## config.mk

```make
export PLATFORM = sky130hd
export DESIGN_NAME = irq_decimate_agg
export DESIGN_NICKNAME = d
export VERILOG_FILES = /design/src/rtl/irqa_pkg.sv /design/src/rtl/irqa_regs.sv /design/src/rtl/irqa_decim.sv /design/src/rtl/irqa_combine.sv /design/src/rtl/irq_decimate_agg.sv
export SDC_FILE = /design/constraint.sdc
export NUM_CORES = 1
export LEC_CHECK = 0
export BUFFER_PORTS_ARGS = -buffer_cell sky130_fd_sc_hd__buf_2
export CORE_AREA = 2 2 71 73
export CTS_CLUSTER_SIZE = 30
export DETAILED_ROUTE_END_ITERATION = 7
export DIE_AREA = 0 0 73 75
export HOLD_SLACK_MARGIN = 0.02
export PLACE_DENSITY = 0.85
export SETUP_SLACK_MARGIN = 0.15
export SKIP_CTS_REPAIR_TIMING = 1
export SLEW_MARGIN = 20
export SYNTH_ARGS = -nofsm -noshare
export SYNTH_HDL_FRONTEND = slang
export SYNTH_SLANG_ARGS = --single-unit
```

## constraint.sdc

```tcl
create_clock -name clk -period 1.8 [get_ports clk]
set_input_delay 0.18 -clock clk [delete_from_list [all_inputs] [get_ports clk]]
set_output_delay 0.18 -clock clk [all_outputs]
set_load 0.005 [all_outputs]
```

## src/rtl/irqa_pkg.sv

```systemverilog
`timescale 1ns/1ps
package irqa_pkg;
  localparam int CND_W = 2;

  typedef enum logic [1:0] {
    WA_STATUS = 2'd0,
    WA_ENABLE = 2'd1,
    WA_COND   = 2'd2,
    WA_SPARE  = 2'd3
  } wr_addr_e;

  // Counter value at which the next accepted event sets the status bit.
  function automatic logic [CND_W-1:0] cnt_limit(input logic [CND_W-1:0] cnd);
    case (cnd)
      2'd1:    cnt_limit = 2'd1;  // every 2nd event
      2'd2:    cnt_limit = 2'd3;  // every 4th event
      default: cnt_limit = 2'd0;  // every event, reserved value included
    endcase
  endfunction
endpackage

```

## src/rtl/irqa_regs.sv

```systemverilog
`timescale 1ns/1ps
module irqa_regs #(
  parameter int NCH = 8
) (
  input  logic                         clk,
  input  logic                         rst_n,
  input  logic                         wr_en,
  input  logic [1:0]                   wr_addr,
  input  logic [irqa_pkg::CND_W*NCH-1:0] wr_data,
  output logic [NCH-1:0]               en_q,
  output logic [irqa_pkg::CND_W*NCH-1:0] cond_q,
  output logic [NCH-1:0]               clr_hit,
  output logic [NCH-1:0]               cond_chg
);
  import irqa_pkg::*;

  logic hit_stat, hit_en, hit_cond;
  assign hit_stat = wr_en && (wr_addr == WA_STATUS);
  assign hit_en   = wr_en && (wr_addr == WA_ENABLE);
  assign hit_cond = wr_en && (wr_addr == WA_COND);

  assign clr_hit = hit_stat ? wr_data[NCH-1:0] : '0;

  for (genvar i = 0; i < NCH; i++) begin : g_chg
    assign cond_chg[i] = hit_cond &&
      (wr_data[CND_W*i +: CND_W] != cond_q[CND_W*i +: CND_W]);
  end

  always_ff @(posedge clk) begin
    if (!rst_n) begin
      en_q   <= '0;
      cond_q <= '0;
    end else begin
      if (hit_en)   en_q   <= wr_data[NCH-1:0];
      if (hit_cond) cond_q <= wr_data;
    end
  end
endmodule

```

## src/rtl/irqa_decim.sv

```systemverilog
`timescale 1ns/1ps
module irqa_decim (
  input  logic                       clk,
  input  logic                       rst_n,
  input  logic                       evt,
  input  logic                       clr,
  input  logic [irqa_pkg::CND_W-1:0] cond,
  input  logic                       cond_chg,
  output logic                       stat,
  output logic [irqa_pkg::CND_W-1:0] cnt,
  output logic                       take,
  output logic                       fire
);
  import irqa_pkg::*;

  logic                 stat_q;
  logic [CND_W-1:0]     cnt_q;

  // An event counts only when the bit is clear and no condition change lands.
  assign take = evt && !stat_q && !cond_chg;
  assign fire = take && (cnt_q == cnt_limit(cond));

  always_ff @(posedge clk) begin
    if (!rst_n) begin
      stat_q <= 1'b0;
      cnt_q  <= '0;
    end else begin
      if (clr)       stat_q <= 1'b0;
      else if (fire) stat_q <= 1'b1;

      if (cond_chg)  cnt_q <= '0;
      else if (fire) cnt_q <= '0;
      else if (take) cnt_q <= cnt_q + 1'b1;
    end
  end

  assign stat = stat_q;
  assign cnt  = cnt_q;
endmodule

```

## src/rtl/irqa_combine.sv

```systemverilog
`timescale 1ns/1ps
module irqa_combine #(
  parameter int NCH = 8
) (
  input  logic [NCH-1:0] stat,
  input  logic [NCH-1:0] en,
  output logic           irq
);
  assign irq = |(stat & en);
endmodule

```

## src/rtl/irq_decimate_agg.sv

```systemverilog
`timescale 1ns/1ps
module irq_decimate_agg #(
  parameter int NCH = 8
) (
  input  logic                           clk,
  input  logic                           rst_n,
  input  logic [NCH-1:0]                 evt_i,
  input  logic                           wr_en_i,
  input  logic [1:0]                     wr_addr_i,
  input  logic [irqa_pkg::CND_W*NCH-1:0] wr_data_i,
  output logic [NCH-1:0]                 status_o,
  output logic                           irq_o
);
  import irqa_pkg::*;

  logic [NCH-1:0]       en_w, clr_w, chg_w, take_w, fire_w, stat_w;
  logic [CND_W*NCH-1:0] cond_w, cnt_w;

  irqa_regs #(.NCH(NCH)) u_regs (
    .clk(clk), .rst_n(rst_n), .wr_en(wr_en_i), .wr_addr(wr_addr_i),
    .wr_data(wr_data_i), .en_q(en_w), .cond_q(cond_w),
    .clr_hit(clr_w), .cond_chg(chg_w)
  );

  for (genvar i = 0; i < NCH; i++) begin : g_ch
    irqa_decim u_decim (
      .clk(clk), .rst_n(rst_n), .evt(evt_i[i]), .clr(clr_w[i]),
      .cond(cond_w[CND_W*i +: CND_W]), .cond_chg(chg_w[i]),
      .stat(stat_w[i]), .cnt(cnt_w[CND_W*i +: CND_W]),
      .take(take_w[i]), .fire(fire_w[i])
    );
  end

  irqa_combine #(.NCH(NCH)) u_comb (.stat(stat_w), .en(en_w), .irq(irq_o));

  assign status_o = stat_w;
endmodule

```

==> results.cfg, run 1 <==
[detailed_routing]
drtPass1Iterations = 4
routed_wl_um = 5390
drc = 0
postRouteAntennaNets = 0
drt_iter0_drc = 123
routedWlPerCell_um = 13.8
num_vias = 2202
viasPerCell = 5.65

[global_route]
busiest_layer = met2
grt_max_degree = 33
grt_pass1_wl_um = 9020
grt.overflow.total = 0
grtUsageMet3_pct = 6.02
antenna_found_initial = 0
met1_usage_pct = 25.6
grt_use_met2_pct = 36.4
grt_usage_pct = 21.1
grt_pass1_vias = 2142

[finish]
final_cell_mix = dfxtp_1, nand2_1, buf_2, a21oi_1, xnor2_1
area_delta_synth_final_pct = 10.8
antennaDiodeCount = 0
fillers = 407
multiInputGateArea_um2 = 1480
utilization_pct = 62.3
layout.cells.most_common = dfxtp_1
fin_area_um2 = 2900
drive_gt1_share_pct = 16.7
seqCellArea_um2 = 961
fin_cells = 390
fin_nets = 372

[clock_tree]
clkSinkCount = 48
clk_latency_ps = 310
cts_inserted_buffers = 5
root_buffer = clkbuf_8
clkTransAtPathRegs_ps = 90
cts_tree = yes
cts_buffer_depth = 2
htreeDepth = 2

[power_and_ir_drop]
combPwrFrac_pct = 16.3
p_leak_uw = 0.00113
powerDensity_nw_per_um2 = 810
seq_power_share_pct = 50.4
p_switching_uw = 632
p_sw_share_pct = 26.9
p_int_uw = 1720
power_frac_clock_pct = 33.3
vdd_drop_max_uv = 489

[synth]
syn_inst = 305
yosys.area_share.xor_xnor_pct = 12.0
synth_cell_types = 31
synth_top_family_by_area = compound AO/OA/AOI/OAI gates
synth_area_um2 = 2620
synth-simple-area-share_pct = 16.5
avgSynthCellArea_um2 = 8.59
yosysSeqAreaShare_pct = 36.7
ys_warn_count = 0
synth_fa_ha_area_share_pct = 3.82
synth_compound_area_share_pct = 21.0
synth_mux_area_share_pct = 3.06
ys_ff_latch = 48
synth.net_count = 342

[critical_path]
start_kind = flip-flop
path_class = flip-flop to flip-flop
cp_cell_sequence = inv_1 > ha_1 > xnor2_1 > o41ai_2 > nor3_1
critical-path-max-stage-delay_ps = 370
arrival_ps = 1660
end_kind = flip-flop
crit_path_top_delay_cell = dfxtp_1
worstPathRequired_ps = 1990
path_delay_family = flip-flops
crit_buf_inv = 1
critPathMaxFanout = 3

[floorplan]
pin_count = 38
fp.dieArea_um2 = 5480
die_x_um = 73
rows = 25
start_util_pct = 56.2
die_h_um = 75
core_area_um2 = 4660

[sta]
period_share_pct = 81.6
fin_setup_tns_ps = 0
period_needed_ps = 1470
rsz0062_at_grt = false
fmax_mhz = 681
setup_viol = 0
finClkSkew_ps = 2.89
hold_viol = 0
relSlewSlack_pct = 65.3
slew_viol_final = 0
worst_pin_slew_ps = 519

[placed_design]
dp_hpwl_um = 3970
gp_congestion = 0.887
io_buffers = 37
placed_cell_area_um2 = 2790
dp.cells = 382

[run]
maxCapViolations = 0

[worst_hold_path]
hold_class = input pin to flip-flop

[run_status]
outcome = finished clean
[Yosys cell counts (all sizes together)]
cell type,n,area (um^2)
dfxtp,48,961
nand2,38,143
a21oi,30,150
xnor2,26,228
a211oi,19,143
o21ai,19,95.1
inv,18,67.6
buf,15,103
xor2,10,87.6
nor2,9,33.8
ha,8,100
mux2i,8,80.1
nor3,8,40.0
a211o,7,61.3
a31oi,7,43.8
nand2b,6,82.6
or3,6,37.5
a22oi,4,30.0
nand3b,4,30.0
clkbuf,3,11.3
nor2b,2,12.5
nor4,2,12.5
and3,1,6.26
and3b,1,8.76
nand4,1,6.26
nor3b,1,7.51
o211a,1,10.0
o31ai,1,7.51
o41ai,1,8.76
or3b,1,11.3
[power by group through the flow]
stage	logic [uW]	registers, uW	clock network [uW]
3_5_place_dp	380	1210	0
4_1_cts	382	1180	794
5_1_grt	430	1190	824
6_report	384	1180	782
2_1_floorplan	290	1190	0
3_3_place_gp	367	1200	0
[per-stage QoR]
stage	power [uW]	setup WS (ps)	hold slack, ps
finish	2350	332	120
global route	2450	193	131
CTS	2360	280	110
detailed placement	1590	295	447
global placement	1570	382	442
floorplan	1480	418	316
[metal layers]
| metal | up-vias | routed length (um) |
|---|---|---|
| li1 | 1121 | - |
| met1 | 1024 | 2510 |
| met2 | 48 | 2550 |
| met3 | 9 | 241 |
| met4 | 0 | 84 |
| met5 | - | 0 |
[state kept, by name, indices dropped and copies added, names as in the netlist]
name and count:
u_regs.cond_q 16, g_ch.u_decim.stat 8, u_regs.en_q 8, g_ch.u_decim.cnt 16
[tightest hold or removal path: cells and delay by family]
family | cells | cell delay, ps
buffers and inverters | 1 | 110
AOI/OAI and AO/OA | 1 | 50
and+or+nand+nor | 1 | 50
[area by class of cell]
cell class	count	area share [%]
timing repair buffer	41	7.41
tap	54	2.33
clock inverter	2	1.21
multi-input combinational	221	51.1
sequential	48	33.1
clock buffer	6	2.50
inverter	18	2.33
[kinds of logic after synthesis]
logic type,Yosys count
flops,48
compound gates,89
mux,8
simple gates,80
xor+xnor,36
fa+ha+maj,8
buf+inv,36
[final timing paths]
path	from	end	slack [ps]	depth (start not counted)
worst max-delay path	u_regs.cond_q[8]	g_ch[4].u_decim.cnt[0]	330	5
worst min-delay path	wr_data_i[12]	u_regs.cond_q[12]	120	3
worst max register to register	u_regs.cond_q[8]	g_ch[4].u_decim.cnt[0]	330	5
worst min register to register	u_regs.cond_q[10]	u_regs.cond_q[10]	490	2
No activity file was read; power rests on OpenSTA's default activity.
==> run 2, diff against run 1 <==
- clock period: 1.8 -> 1.5 ns (I/O delays scaled with it)
==> run 2 against run 1 <==
  * Utilization up 5.1 points
  * Cell area up 8.2%
  * Final cell count up 1.0%
  * Clock skew up 3.6 ps
  * Register-to-register slack worse by 240 ps
  * Sequential share of layout area down 2.0 points
  * Sequential power up 21%
==> results.cfg, run 2 (synthesized netlist as in run 1, its figures left out) <==
[sta]
slew_viol_final = 0
period_needed_ps = 1410
fin_setup_tns_ps = 0
finClkSkew_ps = 6.46
period_share_pct = 93.9
rsz0062_at_grt = true
hold_viol = 0
worst_pin_slew_ps = 519
fmax_mhz = 710
relSlewSlack_pct = 65.4
setup_viol = 0

[placed_design]
io_buffers = 37
dp_hpwl_um = 3880
gp_congestion = 0.808

[detailed_routing]
num_vias = 2250
postRouteAntennaNets = 0
viasPerCell = 5.71
routedWlPerCell_um = 14.8
drt_iter0_drc = 114
routed_wl_um = 5850
drc = 0
drtPass1Iterations = 4

[run]
maxCapViolations = 0

[critical_path]
arrival_ps = 1650
end_kind = flip-flop
start_kind = flip-flop
timing.rr.start = u_regs.cond_q[10]
crit_start = u_regs.cond_q[10]
critPathMaxFanout = 4
worstPathRequired_ps = 1740
reg2regPathDepth = 5
path_class = flip-flop to flip-flop

[finish]
final_cell_mix = nand2_1, buf_2, dfxtp_1, a21oi_1, xnor2_1
multiInputGateArea_um2 = 1680
layout.cells.most_common = nand2_1
drive_gt1_share_pct = 29.1
area_delta_synth_final_pct = 20.0
seqCellArea_um2 = 977
antennaDiodeCount = 0
fin_nets = 376
fillers = 385

[floorplan]
die_x_um = 73
core_area_um2 = 4660
pin_count = 38
fp.dieArea_um2 = 5480
start_util_pct = 56.2
die_h_um = 75
rows = 25

[global_route]
grt_usage_pct = 21.1
antenna_found_initial = 0
grt_pass1_wl_um = 8970
grt_max_degree = 32
grt.overflow.total = 0
grt_pass1_vias = 2084

[power_and_ir_drop]
p_int_uw = 2000
seq_power_share_pct = 51.7
power_frac_clock_pct = 29.1
combPwrFrac_pct = 19.2
p_leak_uw = 0.00118
powerDensity_nw_per_um2 = 883
vdd_drop_max_uv = 631
power.total_uw = 2770
p_switching_uw = 779
p_sw_share_pct = 28.1

[clock_tree]
clkSinkCount = 48
cts_inserted_buffers = 5
clkTransAtPathRegs_ps = 90
cts_buffer_depth = 2
htreeDepth = 2
clk_latency_ps = 310
cts_tree = yes
root_buffer = clkbuf_8

[worst_hold_path]
hold_class = input pin to flip-flop
holdPathStages = 3
hp-start = wr_data_i[12]

[run_status]
outcome = finished clean
run 2: power groups by stage:
stage,Sequential (uW),Clock (uW),Combinational (uW)
floorplan,1430,0,351
global route,1440,870,591
CTS,1420,816,465
finish,1430,808,534
global placement,1440,0,449
detailed placement,1450,0,462
run 2: worst paths after layout:
check                                         endpoint  slack, ps
worst max-delay path            g_ch[5].u_decim.cnt[1]         90
worst min-delay path                 u_regs.cond_q[12]         80
worst max register to register  g_ch[5].u_decim.cnt[1]         90
worst min register to register       u_regs.cond_q[12]        470
run 2: metal layers:
metal | routed length, um | up-vias | part of all wire [%] | track usage, %
met5 | 0 | - | 0 | 0
met4 | 105 | 0 | 1.8 | 9.05
met3 | 261 | 10 | 4.5 | 4.69
met2 | 2950 | 51 | 51 | 35.9
met1 | 2530 | 1061 | 43 | 25.8
li1 | - | 1128 | - | -
run 2: critical path, stage by stage, from the launching register on:
cell	delay, ps
dfxtp_2	360
inv_2	50
ha_4	280
o21ai_2	60
or3_4	380
a211oi_2	210
run 2: cell type report:
type                       count  share of cell area [%]
sequential                    48                    31.1
tap                           54                    2.15
clock buffer                   8                    2.87
multi-input combinational    221                    53.5
timing repair buffer          45                    8.20
inverter                      18                    2.15
run 2: stage by stage:
stage / utilization, % / setup slack, ps / hold slack (ps) / instances / instance area [um^2]
finish: 67.4 / 91.6 / 76.3 / 394 / 3140
global route: 67.4 / 44.9 / 88.2 / 394 / 3140
CTS: 62.3 / 20.1 / 85.0 / 391 / 2910
detailed placement: 60.4 / 59.6 / 417 / 383 / 2820
global placement: 60.4 / 122 / 410 / 383 / 2820
floorplan: - / 164 / 272 / 305 / 2630
==> run 3, diff against run 2 <==
- CORE_AREA: 2 2 71 73 -> 2 2 72 74
- DIE_AREA: 0 0 73 75 -> 0 0 74 76
- SYNTH_HIERARCHICAL: default -> 1
==> run 3 against run 2 <==
  * The run now ends with negative setup slack left
  * Area after synthesis rose by 3.0%
  * Clock skew decreased by 0.88 ps
  * Combinational power up 1%
  * Via count hardly changed
  * Final cell count grew 7.1%
  * Maximum frequency down 7.4%
  * Setup slack got worse by 110 ps
  * Highest routed layer unchanged
==> results.cfg, run 3 <==
[clock_tree]
cts_inserted_buffers = 5
htreeDepth = 2
cts_tree = yes
cts_buffer_depth = 2
root_buffer = clkbuf_8
clk_latency_ps = 300
clkTransAtPathRegs_ps = 90
clkSinkCount = 48

[worst_hold_path]
hp-start = wr_data_i[12]
min_to = u_regs/cond_q[12]
hold_class = input pin to flip-flop
holdPathStages = 3

[run]
maxCapViolations = 0

[sta]
relSlewSlack_pct = 82.4
setup_viol = 3
rsz0062_at_grt = true
finalWorstSetupSlack_ps = -20.4
hold_slack_ps = 100
period_needed_ps = 1520
worst_pin_slew_ps = 261
hold_viol = 0
slew_viol_final = 0
finClkSkew_ps = 5.58
fmax_mhz = 658
period_share_pct = 101

[synth]
synth_cell_types = 24
ys_ff_latch = 48
ys_warn_count = 6
synth.largest_area_cell = dfxtp_1
synth.area.top_cells = dfxtp_1, xnor2_1, mux2i_1
synth_common_cells = dfxtp_1, nand2_1, inv_1, xnor2_1
yosysSeqAreaShare_pct = 35.6
synth_async_sr_flop_share_pct = 0
yosys.cell_count.top_type = dfxtp_1
synth_top_area_share_pct = 35.6
syn_inst = 303
synth_area_um2 = 2700
synth.net_count = 340
ys.flop_type = dfxtp_1
avgSynthCellArea_um2 = 8.90
synth_edf_count = 0

[global_route]
grt_max_degree = 48
grt_pass1_vias = 2149
antenna_found_initial = 0
grt.overflow.total = 0
grt_usage_pct = 21.0
grt_pass1_wl_um = 9400

[power_and_ir_drop]
p_switching_uw = 769
p_sw_share_pct = 25.8
combPwrFrac_pct = 18.2
vdd_drop_max_uv = 452
p_leak_uw = 0.00142
p_int_uw = 2210
seq_power_share_pct = 47.5
powerDensity_nw_per_um2 = 889
power_frac_clock_pct = 34.3

[placed_design]
dp_hpwl_um = 3970
io_buffers = 37
gp_congestion = 0.831

[run_status]
outcome = finished with violations
violations = negative setup slack

[floorplan]
pin_count = 38
die_x_um = 74
core_area_um2 = 4910
rows = 26
start_util_pct = 54.9
fp.dieArea_um2 = 5620
die_h_um = 76

[critical_path]
start_kind = flip-flop
arrival_ps = 1750
critical-path-max-stage-delay_ps = 410
end_kind = flip-flop
critPathMaxFanout = 5
crit_path_top_delay_cell = or3b_4
cp_cell_sequence = xnor2_2 > a21oi_1 > or3b_4 > or3_1 > a21oi_1
path_depth = 5
cpMostUsedCell = a21oi_1
r2r-end = g_ch[1].u_decim/cnt[1]
crit_buf_inv = 0
path_delay_family = simple AND/OR/NAND/NOR gates
reg2reg_slack_ps = -20
timing.rr.start = u_regs/cond_q[2]
path_class = flip-flop to flip-flop
reg2regPathDepth = 5
worstPathRequired_ps = 1730

[detailed_routing]
drt_iter0_drc = 170
drtPass1Iterations = 5
routedWlPerCell_um = 14.0
num_vias = 2249
postRouteAntennaNets = 0
drc = 0
routed_wl_um = 5910
viasPerCell = 5.33

[finish]
seqCellArea_um2 = 995
fin_nets = 388
fillers = 366
layout.cells.most_common = nand2_1
area_delta_synth_final_pct = 24.3
antennaDiodeCount = 0
multiInputGateArea_um2 = 1740
final_cell_mix = nand2_1, buf_2, inv_1, dfxtp_1, mux2i_1
utilization_pct = 68.2
drive_gt1_share_pct = 32.7
run 3: logic make-up after synthesis:
family,Yosys count,synth area share (%)
compound gates,68,17.1
xor+xnor,32,10.4
fa+ha+maj,8,3.71
buf+inv,39,5.80
flops,48,35.6
mux,24,8.91
simple gates,84,18.5
run 3: worst max-delay path by stage:
stage                      from                     end
6_report       u_regs/cond_q[2]  g_ch[1].u_decim/cnt[1]
5_1_grt        u_regs/cond_q[9]  g_ch[4].u_decim/cnt[1]
4_1_cts        u_regs/cond_q[2]  g_ch[1].u_decim/cnt[1]
3_5_place_dp       wr_addr_i[0]  g_ch[7].u_decim/cnt[1]
3_3_place_gp       wr_addr_i[0]  g_ch[4].u_decim/cnt[1]
2_1_floorplan  u_regs/cond_q[7]  g_ch[3].u_decim/cnt[1]
run 3: final cells by class:
class                      instances  area share, %
timing repair buffer              48           8.36
clock buffer                       7           2.88
sequential                        48           29.7
clock inverter                     1          0.896
tap                               70           2.61
multi-input combinational        216           52.0
inverter                          32           3.58
run 3: per-stage QoR:
stage	instances	total power, uW	setup TNS (ps)	setup WS [ps]	cell area (um^2)
final	422	2980	-53.8	-20.4	3350
after global placement	413	1900	0	22.1	3040
after detailed placement	413	1920	-60.6	-22.5	3040
after floorplan	303	1750	0	88.6	2720
after CTS	421	2930	-142	-55.9	3170
after global routing	422	3130	-735	-102	3350
run 3: tightest hold or removal path, delay by kind of cell:
kind | cells | cell delay, ps
buf+inv | 1 | 110
mux | 1 | 50
simple gates | 1 | 50
run 3: power groups by stage:
stage | combinational, uW | clock [uW] | sequential, uW
global placement | 466 | 0 | 1430
finish | 541 | 1020 | 1410
CTS | 485 | 1040 | 1410
detailed placement | 480 | 0 | 1440
global route | 593 | 1110 | 1430
floorplan | 323 | 0 | 1420
run 3: metal layers:
layer / vias to the layer above / routed length [um] / GRT usage (%)
met5: - / 0 / 0
li1: 1139 / - / -
met1: 1062 / 2590 / 26.1
met3: 8 / 175 / 5.16
met4: 0 / 68 / 7.82
met2: 40 / 3070 / 34.5
